<file path="src/rtl/sarb_pkg.sv">
package sarb_pkg;
  localparam int unsigned SARB_MAX_SRC = 32;

  function automatic int unsigned sarb_cnt_width(input int unsigned limit);
    return (limit < 2) ? 1 : $clog2(limit + 1);
  endfunction
endpackage

</file>
<file path="src/rtl/sarb_low_pick.sv">
module sarb_low_pick #(
  parameter int unsigned N = 4
) (
  input  logic [N-1:0] req_i,
  output logic [N-1:0] pick_o
);
  for (genvar i = 0; i < N; i++) begin : g_pick
    if (i == 0) begin : g_first
      assign pick_o[i] = req_i[i];
    end else begin : g_rest
      assign pick_o[i] = req_i[i] & ~(|req_i[i-1:0]);
    end
  end
endmodule

</file>
<file path="src/rtl/sarb_idle_timer.sv">
module sarb_idle_timer
  import sarb_pkg::*;
#(
  parameter int unsigned IDLE_TICKS = 60
) (
  input  logic clk,
  input  logic rst,
  input  logic clear_i,
  input  logic tick_i,
  output logic idle_o
);
  localparam int unsigned CW = sarb_cnt_width(IDLE_TICKS);
  localparam logic [CW-1:0] LIMIT = CW'(IDLE_TICKS);

  logic [CW-1:0] cnt_q;

  always_ff @(posedge clk) begin
    if (rst || clear_i) cnt_q <= '0;
    else if (tick_i && cnt_q < LIMIT) cnt_q <= cnt_q + 1'b1;
  end

  assign idle_o = (cnt_q == LIMIT);

  AST_CNT_SATURATES: assert property (@(posedge clk) disable iff (rst)
    cnt_q <= LIMIT);
  AST_CLEAR_ZEROES: assert property (@(posedge clk) disable iff (rst)
    clear_i |=> cnt_q == '0);
endmodule

</file>
<file path="src/rtl/session_arbiter.sv">
module session_arbiter
  import sarb_pkg::*;
#(
  parameter int unsigned N_SRC      = 4,
  parameter int unsigned IDLE_TICKS = 60
) (
  input  logic             clk,
  input  logic             rst,
  input  logic             tick_i,
  input  logic [N_SRC-1:0] open_i,
  input  logic [N_SRC-1:0] close_i,
  input  logic [N_SRC-1:0] act_i,
  output logic [N_SRC-1:0] owner_o,
  output logic [N_SRC-1:0] grant_o,
  output logic [N_SRC-1:0] busy_o
);
  logic [N_SRC-1:0] owner_q, grant_q, busy_q;
  logic [N_SRC-1:0] owner_d, grant_d, busy_d;
  logic [N_SRC-1:0] cand, pick;
  logic owner_hit, owner_close, idle, held, free, restart;

  assign held        = |owner_q;
  assign owner_hit   = |(act_i & owner_q);
  assign owner_close = |(close_i & owner_q);
  assign cand        = open_i & ~owner_q;
  assign free        = !held || owner_close || (idle && !owner_hit);

  sarb_low_pick #(.N(N_SRC)) pick_i (
    .req_i  (cand),
    .pick_o (pick)
  );

  always_comb begin
    owner_d = owner_q;
    grant_d = '0;
    busy_d  = '0;
    if (free && |cand) begin
      owner_d = pick;
      grant_d = pick;
      busy_d  = cand & ~pick;
    end else if (free) begin
      if (owner_close) owner_d = '0;
    end else begin
      busy_d = cand;
    end
  end

  assign restart = (|grant_d) || owner_hit || !held;

  sarb_idle_timer #(.IDLE_TICKS(IDLE_TICKS)) timer_i (
    .clk     (clk),
    .rst     (rst),
    .clear_i (restart),
    .tick_i  (tick_i),
    .idle_o  (idle)
  );

  always_ff @(posedge clk) begin
    if (rst) begin
      owner_q <= '0;
      grant_q <= '0;
      busy_q  <= '0;
    end else begin
      owner_q <= owner_d;
      grant_q <= grant_d;
      busy_q  <= busy_d;
    end
  end

  assign owner_o = owner_q;
  assign grant_o = grant_q;
  assign busy_o  = busy_q;

  AST_OWNER_ONEHOT: assert property (@(posedge clk) disable iff (rst)
    $onehot0(owner_q));
  AST_GRANT_IS_OWNER: assert property (@(posedge clk) disable iff (rst)
    (grant_q != '0) |-> (grant_q == owner_q));
  AST_BUSY_NOT_OWNER: assert property (@(posedge clk) disable iff (rst)
    (busy_q & owner_q) == '0);
  AST_HOLD_WHEN_BUSY: assert property (@(posedge clk) disable iff (rst)
    (held && !free) |=> (owner_q == $past(owner_q)));
  AST_OWN_OPEN_QUIET: assert property (@(posedge clk) disable iff (rst)
    (held && !free && open_i == owner_q) |=> (grant_q == '0 && busy_q == '0));
  AST_CLOSE_FREES: assert property (@(posedge clk) disable iff (rst)
    (owner_close && cand == '0) |=> (owner_q == '0));
endmodule

</file>
<file path="config.mk">
export PLATFORM = sky130hd
export DESIGN_NAME = session_arbiter
export DESIGN_NICKNAME = d
export VERILOG_FILES = /design/src/rtl/sarb_pkg.sv /design/src/rtl/sarb_low_pick.sv /design/src/rtl/sarb_idle_timer.sv /design/src/rtl/session_arbiter.sv
export SDC_FILE = /design/constraint.sdc
export NUM_CORES = 1
export LEC_CHECK = 0
export BUFFER_PORTS_ARGS = -buffer_cell sky130_fd_sc_hd__buf_2
export CORE_MARGIN = 2
export CORE_UTILIZATION = 52
export DETAILED_ROUTE_END_ITERATION = 16
export PLACE_DENSITY = 0.8
export SLEW_MARGIN = 10
export SYNTH_ARGS = -nofsm -noshare
export SYNTH_HDL_FRONTEND = slang
export SYNTH_SLANG_ARGS = --single-unit
</file>
<file path="constraint.sdc">
create_clock -name clk -period 4 [get_ports clk]
set_input_delay 0.6 -clock clk [delete_from_list [all_inputs] [get_ports clk]]
set_output_delay 0.6 -clock clk [all_outputs]
set_load 0.01 [all_outputs]
</file>
==> flow_metrics.py, run 1 <==
metrics = {
    "timing": {
        "fin_ws_ps": 2360,
        "period_share": 0.409,
        "slew_headroom": 0.695,
        "min_period_ps": 1640,
        "fin_skew_ps": 1.18,
        "rsz0062_at_grt": "false",
        "drv_slew": 0,
        "holdWs_ps": 516,
        "setup_viol": 0,
        "tightest_slew_ps": 457,
        "tns_ps": 0,
        "clock.fmax_mhz": 611,
        "hold_viol": 0,
    },
    "global_route": {
        "grt_max_degree": 10,
        "gr-total-overflow": 0,
        "antenna_found_initial": 0,
        "grt_pass1_vias": 673,
        "grt_pass1_wl_mm": 2.84,
        "grt_usage": 0.202,
    },
    "route": {
        "firstDrtPassIters": 4,
        "num_vias": 739,
        "totalWireLength_mm": 1.83,
        "drc": 0,
        "ant_nets": 0,
        "drt_iter0_markers": 15,
        "viasPerCell": 5.87,
        "post_drt_wl_per_cell_um": 14.5,
    },
    "pwr": {
        "p_int_mw": 0.286,
        "p_sw_mw": 0.151,
        "pwr-share-seq": 0.482,
        "ir_drop_uv": 271,
        "power_density_mw_per_mm2": 423,
        "power_frac_comb": 0.316,
        "pwr-share-clk": 0.202,
        "p_leak_nw": 0.456,
        "sw_frac_of_total": 0.346,
    },
    "clock_network": {
        "cts_tree": "built",
        "cts_max_path_buffers": 2,
        "cts-buffers-inserted": 3,
        "htreeDepth": 1,
        "hold_buffers": 0,
        "path_clk_slew_ps": 90,
        "postCtsSetupRepairBufs": 0,
        "cts_root_buf": "clkbuf_4",
        "worstSkewPairLatency_ps": 290,
        "clkSinkCount": 18,
        "ctsResizeCount": 0,
    },
    "floorplanning": {
        "row_count": 14,
        "die_w_um": 44.7,
        "die_y_um": 44.7,
        "initial_core_util": 0.566,
        "core_area_mm2": 0.00152,
        "ios": 27,
        "dieArea_mm2": 0.00200,
    },
    "critical_path": {
        "arrival_ps": 1040,
        "r2r_end": "timer_i.cnt_q[2]",
        "cp.depth": 1,
        "path_cells": "buf_2",
        "cp.buffers_inverters": 1,
        "critPathLaunchType": "register",
        "critical_path_class": "reg2out",
        "r2r_cells": 4,
        "crit_slowest_cell": "dfxtp_1",
        "required_ps": 3400,
        "r2r_setup_slack_ps": 2390,
        "crit_family": "flip-flops",
        "critPathMaxStageDelay_ps": 540,
        "r2r_start": "owner_o[0]",
        "end_kind": "output port",
        "crit_fanout": 7,
    },
    "synth": {
        "synth_top_cell_area_share": 0.418,
        "synthMostInstantiatedCell": "dfxtp_1",
        "ys_top_cells_by_count": "dfxtp_1, nor3_1, nand2_1",
        "netlist_area_um2": 862,
        "yosysTopAreaCell": "dfxtp_1",
        "synth-edff-count": 0,
        "synth_nets": 98,
        "synthFlopType": "dfxtp_1",
        "synthArstFlopShare": 0,
        "ys_types": 34,
        "ys_top_cells_by_area": "dfxtp_1, nor3_1, a2111oi_4, a41oi_4, a221oi_4",
        "ys_ff_latch": 18,
        "ys_seq_area_frac": 0.418,
        "netlist_instances": 81,
        "synth_warnings": 0,
        "postSynthAreaPerCell_um2": 10.6,
    },
    "final_layout": {
        "final_area_mm2": 0.00103,
        "fillers": 117,
        "layout-drive-gt1-share": 0.364,
        "final_cells": 126,
        "n_antenna_cell": 0,
        "fin_nets": 129,
        "area_growth_pct": 20.0,
    },
    "placed_design": {
        "io_buffers": 26,
        "placed_cells": 123,
        "gp_congestion": 0.865,
        "post_dp_cell_area_mm2": 0.00101,
        "dpl_worst_slack_ps": 2160,
        "hpwl_mm": 1.41,
    },
    "hold_path": {
        "hp-start": "rst",
        "hold_end": "busy_o[3]",
        "min_path_cells": 2,
        "hold_class": "in2reg",
    },
    "status": {
        "status": "finished clean",
    },
    "run": {
        "maxCapViolCount": 0,
    },
}
==> kinds of logic (layout without fill, tap and decap cells) <==
family / Yosys count / after routing / share of synthesized area
mux: 1 / 1 / 0.0116
buf+inv: 4 / 33 / 0.0174
flops: 18 / 18 / 0.418
fa+ha+maj: 2 / 2 / 0.0290
xor+xnor: 3 / 3 / 0.0305
simple gates: 34 / 34 / 0.245
compound gates: 19 / 19 / 0.248
==> layout by cell type, fill, tap and decap left out, types with 3 or more instances in the layout <==
cell type  instances
nand2_1            5
inv_1              4
buf_2             26
clkbuf_4           3
a21oi_1            3
and2_1             4
and3_1             3
dfxtp_1           18
nor3_1             6
==> layout make-up <==
class                           count  area (µm²)  area share
Multi-Input combinational cell     59         487       0.470
Sequential cell                    18         360       0.348
Timing Repair Buffer               26         130       0.126
Clock buffer                        3        22.5      0.0218
Tap cell                           16        20.0      0.0193
Inverter                            4        15.0      0.0145
==> sequential cells by signal (all words and copies together), names as in the netlist <==
signal	count
busy_o	4
timer_i.cnt_q	6
grant_o	4
owner_o	4
==> routing by layer <==
metal  track usage  part of all wire  vias up
met5             0                 0        -
met4        0.0909             0.015        0
met3        0.0600             0.038        5
met2         0.339              0.49       15
met1         0.236              0.45      350
li1              -                 -      369
==> worst max path at each step <==
stage / from / slack, ps / endpoint
CTS: owner_o[0] / 2360 / owner_o[0]
detailed placement: act_i[2] / 2160 / owner_o[2]
floorplan: act_i[2] / 2340 / owner_o[1]
global placement: act_i[2] / 2180 / owner_o[1]
finish: owner_o[0] / 2360 / owner_o[0]
global route: owner_o[0] / 2290 / timer_i.cnt_q[2]
==> power by group through the flow <==
stage          Sequential (mW)  Clock [mW]  Combinational, mW
2_1_floorplan            0.219           0             0.0893
3_3_place_gp             0.215           0              0.135
3_5_place_dp             0.215           0              0.137
4_1_cts                  0.211      0.0905              0.138
5_1_grt                  0.213      0.0974              0.149
6_report                 0.211      0.0882              0.138
==> per-stage QoR <==
stage               utilization  total power, mW
floorplan                     -            0.309
global placement          0.664            0.350
detailed placement        0.664            0.352
CTS                       0.679            0.439
global route              0.679            0.459
finish                    0.679            0.437
(Power assumes the default switching activity.)
==> run 2: changes to the inputs <==
--- a/config.mk
+++ b/config.mk
@@ -5,11 +5,12 @@
 export SDC_FILE = /design/constraint.sdc
 export NUM_CORES = 1
 export LEC_CHECK = 0
+export ABC_AREA = 1
 export BUFFER_PORTS_ARGS = -buffer_cell sky130_fd_sc_hd__buf_2
 export CORE_MARGIN = 2
-export CORE_UTILIZATION = 52
+export CORE_UTILIZATION = 49
 export DETAILED_ROUTE_END_ITERATION = 16
-export PLACE_DENSITY = 0.8
+export PLACE_DENSITY = 0.75
 export SLEW_MARGIN = 10
 export SYNTH_ARGS = -nofsm -noshare
 export SYNTH_HDL_FRONTEND = slang
==> constraint.sdc (replaced) <==
create_clock -name clk -period 1.6 [get_ports clk]
set_input_delay 0.24 -clock clk [delete_from_list [all_inputs] [get_ports clk]]
set_output_delay 0.24 -clock clk [all_outputs]
set_load 0.01 [all_outputs]
==> flow_metrics.py, run 2 <==
metrics = {
    "status": {
        "status": "finished clean",
    },
    "floorplanning": {
        "die_w_um": 47.5,
        "row_count": 15,
        "dieArea_mm2": 0.00225,
        "ios": 27,
        "die_y_um": 47.5,
        "initial_core_util": 0.530,
        "core_area_mm2": 0.00175,
    },
    "synth": {
        "netlist_area_um2": 926,
        "ys_ff_latch": 18,
        "postSynthAreaPerCell_um2": 6.61,
        "synthSimpleGateAreaFrac": 0.404,
        "synth_top_cell_area_share": 0.389,
        "netlist_instances": 140,
        "synthMostInstantiatedCell": "nand2_1",
        "synth_top_family_by_area": "simple AND/OR/NAND/NOR gates",
        "synth_compound_area_frac": 0.0189,
        "ys_top_cells_by_area": "dfxtp_1, nand2_1, inv_1, nor2_1, nand2_2",
        "yosysTopAreaCell": "dfxtp_1",
        "synthFlopType": "dfxtp_1",
        "synthArstFlopShare": 0,
        "synth_nets": 157,
        "synth-edff-count": 0,
        "synth_xor_area_frac": 0.0378,
        "synthMuxAreaShare": 0,
        "ys_seq_area_frac": 0.389,
        "synthAdderAreaFrac": 0.0270,
        "synth_warnings": 0,
        "ys_top_cells_by_count": "nand2_1, inv_1, nor2_1",
        "ys_types": 20,
    },
    "route": {
        "ant_nets": 0,
        "drt_iter0_markers": 16,
        "wl_met3_um": 85,
        "drt-met1-wl_um": 832,
        "firstDrtPassIters": 4,
        "num_vias": 874,
        "drc": 0,
        "viasPerCell": 4.53,
        "post_drt_wl_per_cell_um": 8.98,
        "wl_met2_um": 796,
        "top_layer": "met4",
        "totalWireLength_mm": 1.73,
    },
    "critical_path": {
        "critical_path_class": "reg2reg",
        "arrival_ps": 1510,
        "r2r_setup_slack_ps": 280,
        "r2r_cells": 9,
        "critPathLaunchType": "register",
        "required_ps": 1780,
        "r2r_start": "timer_i.cnt_q[0]",
        "end_kind": "register",
        "crit_fanout": 10,
        "r2r_end": "timer_i.cnt_q[2]",
    },
    "global_route": {
        "grt_pass1_vias": 733,
        "grt_pass1_wl_mm": 2.92,
        "antenna_found_initial": 0,
        "grt_max_degree": 11,
        "grt_usage": 0.187,
        "gr-total-overflow": 0,
    },
    "clock_network": {
        "ctsResizeCount": 0,
        "worstSkewPairLatency_ps": 280,
        "cts_tree": "built",
        "cts_max_path_buffers": 2,
        "postCtsSetupRepairBufs": 0,
        "cts_root_buf": "clkbuf_4",
        "hold_buffers": 0,
        "path_clk_slew_ps": 90,
        "cts-buffers-inserted": 3,
        "htreeDepth": 1,
        "clkSinkCount": 18,
    },
    "timing": {
        "hold_viol": 0,
        "rsz0062_at_grt": "false",
        "tightest_slew_ps": 247,
        "min_period_ps": 1320,
        "setup_viol": 0,
        "fin_skew_ps": 2.47,
        "tns_ps": 0,
        "period_share": 0.828,
        "drv_slew": 0,
        "clock.fmax_mhz": 755,
        "slew_headroom": 0.835,
    },
    "final_layout": {
        "fin_nets": 187,
        "layout_commonest_cell": "nand2_1",
        "max_flop_register": "timer_i.cnt_q",
        "fin_util": 0.633,
        "layout-drive-gt1-share": 0.238,
        "largest_reg_flops": 6,
        "n_antenna_cell": 0,
        "area_growth_pct": 19.3,
        "most-common-layout-cells": "nand2_1, inv_1, buf_2",
    },
    "hold_path": {
        "hp-start": "open_i[1]",
        "min_path_cells": 3,
        "hold_class": "in2reg",
        "hold_end": "busy_o[1]",
    },
    "pwr": {
        "ir_drop_uv": 682,
        "p_leak_nw": 0.623,
        "power_density_mw_per_mm2": 911,
    },
    "run": {
        "maxCapViolCount": 0,
    },
    "placed_design": {
        "io_buffers": 26,
        "gp_congestion": 0.871,
        "hpwl_mm": 1.45,
    },
}
## run 2: cell types whose count changed after synthesis, moves of 5 or more
cell	before	now
nand2_1	5	41
nand3_1	2	7
nor2_1	2	19
nand2_2	0	6
inv_1	4	29
nor3_1	6	1
## run 2: final cells by class
cell class / instances / area (µm²)
multi-input combinational: 92 / 452
timing repair buffer: 26 / 130
fill: 174 / 641
inverter: 29 / 109
clock buffer: 3 / 22.5
tap: 25 / 31.3
sequential: 18 / 360
## run 2: logic make-up (layout without fill, tap and decap cells)
kind of cell / after synthesis / after routing
buffers and inverters: 30 / 58
adder cells (fa/ha/maj): 2 / 2
AO/OA/AOI/OAI: 3 / 3
AND/OR/NAND/NOR: 83 / 83
flip-flops: 18 / 18
XOR/XNOR: 4 / 4
## run 2: how the worst max path moves through the flow
stage / slack (ps) / startpoint / end / cells past startpoint
finish: 280 / timer_i.cnt_q[0] / timer_i.cnt_q[2] / 9
global route: 120 / timer_i.cnt_q[0] / timer_i.cnt_q[2] / 9
CTS: 250 / timer_i.cnt_q[0] / timer_i.cnt_q[2] / 9
detailed placement: 270 / timer_i.cnt_q[0] / timer_i.cnt_q[2] / 9
global placement: 340 / timer_i.cnt_q[0] / owner_o[3] / 9
floorplan: 420 / timer_i.cnt_q[0] / timer_i.cnt_q[0] / 9
## run 2: worst max-delay path: stages, from the launching register on
cell,delay (ps)
dfxtp_1,320
inv_1,120
ha_1,160
nand3_1,70
nor2_1,100
nand2_1,90
nand2_4,140
nand2_2,70
nand2_2,110
nor2_1,60
## run 2: power breakdown
part           leakage, nW  internal [mW]  switching (mW)
clock               0.0138         0.0873           0.124
combinational        0.463          0.104           0.188
sequential           0.147          0.484          0.0193
## run 2: per-layer routing
layer,vias to the layer above,track usage
li1,472,-
met3,4,0.0453
met2,26,0.295
met1,372,0.243
met5,-,0
met4,0,0.0833
## run 2: metrics by stage
stage / total power, mW / hold slack, ps / cells / setup slack [ps] / instance area [µm²]
after floorplan: 0.719 / 405 / 140 / 415 / 926
after global placement: 0.801 / 532 / 190 / 338 / 1080
after detailed placement: 0.806 / 539 / 190 / 274 / 1080
after CTS: 1.02 / 229 / 193 / 250 / 1100
after global routing: 1.08 / 248 / 193 / 122 / 1100
final: 1.01 / 234 / 193 / 275 / 1100
==> run 3: changes to the inputs <==
==> constraint.sdc (replaced) <==
create_clock -name clk -period 1.36 [get_ports clk]
set_input_delay 0.204 -clock clk [delete_from_list [all_inputs] [get_ports clk]]
set_output_delay 0.204 -clock clk [all_outputs]
set_load 0.01 [all_outputs]
==> flow_metrics.py, run 3 (same netlist as run 2, synthesis figures left out) <==
metrics = {
    "status": {
        "status": "finished clean",
    },
    "global_route": {
        "grt_max_degree": 11,
        "antenna_found_initial": 0,
        "grt_usage": 0.195,
        "grt_pass1_vias": 793,
        "use_met2": 0.292,
        "grt_pass1_wl_mm": 3.14,
        "use_met1": 0.275,
        "gr-usage-met3": 0.0453,
        "busiest_layer": "met2",
        "gr-total-overflow": 0,
    },
    "timing": {
        "clock.fmax_mhz": 761,
        "fin_skew_ps": 7.26,
        "hold_viol": 0,
        "tightest_slew_ps": 250,
        "setup_viol": 0,
        "slew_headroom": 0.833,
        "period_share": 0.966,
        "rsz0062_at_grt": "true",
        "drv_slew": 0,
        "min_period_ps": 1310,
    },
    "critical_path": {
        "cp-endpoint": "owner_o[2]",
        "critPathMaxStageDelay_ps": 350,
        "arrival_ps": 1500,
        "critical_path_class": "reg2reg",
        "crit_slowest_cell": "dfxtp_2",
        "end_kind": "register",
        "required_ps": 1550,
        "critPathLaunchType": "register",
        "crit_fanout": 5,
        "r2r_cells": 9,
        "crit_start": "timer_i.cnt_q[0]",
        "path_cells": "inv_2 -> ha_1 -> nand3_1 -> nor2_2 -> nand2_2 -> nand2_4 -> nand2_2 -> nand2_1 -> nand2_1",
        "r2r_start": "timer_i.cnt_q[0]",
        "r2r_setup_slack_ps": 50,
        "r2r_end": "owner_o[2]",
    },
    "route": {
        "viasPerCell": 4.59,
        "totalWireLength_mm": 1.99,
        "post_drt_wl_per_cell_um": 10.2,
        "ant_nets": 0,
        "drc": 0,
        "drt_iter0_markers": 24,
        "num_vias": 900,
        "firstDrtPassIters": 4,
    },
    "pwr": {
        "p_leak_nw": 0.647,
        "ir_drop_uv": 646,
        "power_density_mw_per_mm2": 1080,
    },
    "placed_design": {
        "gp_congestion": 0.856,
        "placed_cells": 190,
        "io_buffers": 26,
        "hpwl_mm": 1.51,
    },
    "clock_network": {
        "cts_root_buf": "clkbuf_4",
        "cts-buffers-inserted": 3,
        "path_clk_slew_ps": 100,
        "cts_max_path_buffers": 2,
        "clkSinkCount": 18,
        "worstSkewPairLatency_ps": 280,
        "htreeDepth": 1,
        "hold_buffers": 0,
        "cts_tree": "built",
    },
    "final_layout": {
        "layout-drive-gt1-share": 0.287,
        "final_cells": 196,
        "fin_nets": 190,
        "n_antenna_cell": 0,
        "most-common-layout-cells": "nand2_1, inv_1, buf_2",
        "largest_reg_flops": 6,
        "multi_input_area_um2": 473,
        "layout_commonest_cell": "nand2_1",
        "max_flop_register": "timer_i.cnt_q",
        "regArea_um2": 363,
        "area_growth_pct": 23.5,
        "fillers": 157,
        "fin_util": 0.655,
    },
    "run": {
        "maxCapViolCount": 0,
    },
    "floorplanning": {
        "ios": 27,
        "dieArea_mm2": 0.00225,
        "die_w_um": 47.5,
        "core_area_mm2": 0.00175,
        "initial_core_util": 0.530,
        "die_y_um": 47.5,
        "row_count": 15,
    },
    "hold_path": {
        "hold_class": "in2reg",
    },
}
-- run 3: cell types whose count changed in the layout (fill, tap and decap cells not counted), sizes merged --
cell | previous run | this run
nand2 | 48 | 49
buf | 26 | 28
-- run 3: cell type report --
| class | count | share of cell area |
|---|---|---|
| clock buffer | 3 | 0.0197 |
| inverter | 29 | 0.0952 |
| multi-input combinational | 93 | 0.414 |
| sequential | 18 | 0.317 |
| tap | 25 | 0.0274 |
| timing repair buffer | 28 | 0.127 |
-- run 3: report_power, final --
part | total [mW] | leakage (nW) | switching (mW) | internal [mW]
clock network | 0.251 | 0.0138 | 0.148 | 0.102
registers | 0.595 | 0.148 | 0.0244 | 0.570
logic | 0.390 | 0.486 | 0.250 | 0.140
-- run 3: repair_timing --
item | in CTS | in global routing
gates cloned | 0 | 1
setup buffers | 0 | 2
resized for setup | 1 | 6
setup endpoints to repair | 6 | 11
pin swaps | 0 | 2
-- run 3: worst max-delay path, delay by kind of cell (launching register included) --
family | cells | cell delay (ps)
adders and majority gates | 1 | 150
buffers and inverters | 1 | 70
DFF | 1 | 350
and+or+nand+nor | 7 | 640
-- run 3: how the worst min path moves through the flow --
stage,endpoint,from,slack (ps),cells past startpoint
3_3_place_gp,busy_o[1],open_i[1],500,3
5_1_grt,busy_o[0],open_i[0],230,3
2_1_floorplan,busy_o[1],open_i[1],370,2
6_report,busy_o[1],open_i[1],200,3
4_1_cts,busy_o[1],open_i[1],200,3
3_5_place_dp,busy_o[1],open_i[1],510,3
-- run 3: stage by stage --
step	cell area [µm²]	TNS [ps]	power [mW]	setup WS, ps	hold WS [ps]
2_1_floorplan	926	0	0.846	175	369
3_3_place_gp	1080	0	0.943	97.8	496
3_5_place_dp	1080	-1.20	0.952	-1.20	507
4_1_cts	1100	0	1.20	29.3	199
5_1_grt	1140	-129	1.30	-26.7	229
6_report	1140	0	1.24	45.7	201
-- run 3: layer usage --
metal  routed length [µm]  up-vias
li1                     -      478
met1                  940      391
met2                  935       29
met3                  104        2
met4                   12        0
met5                    0        -
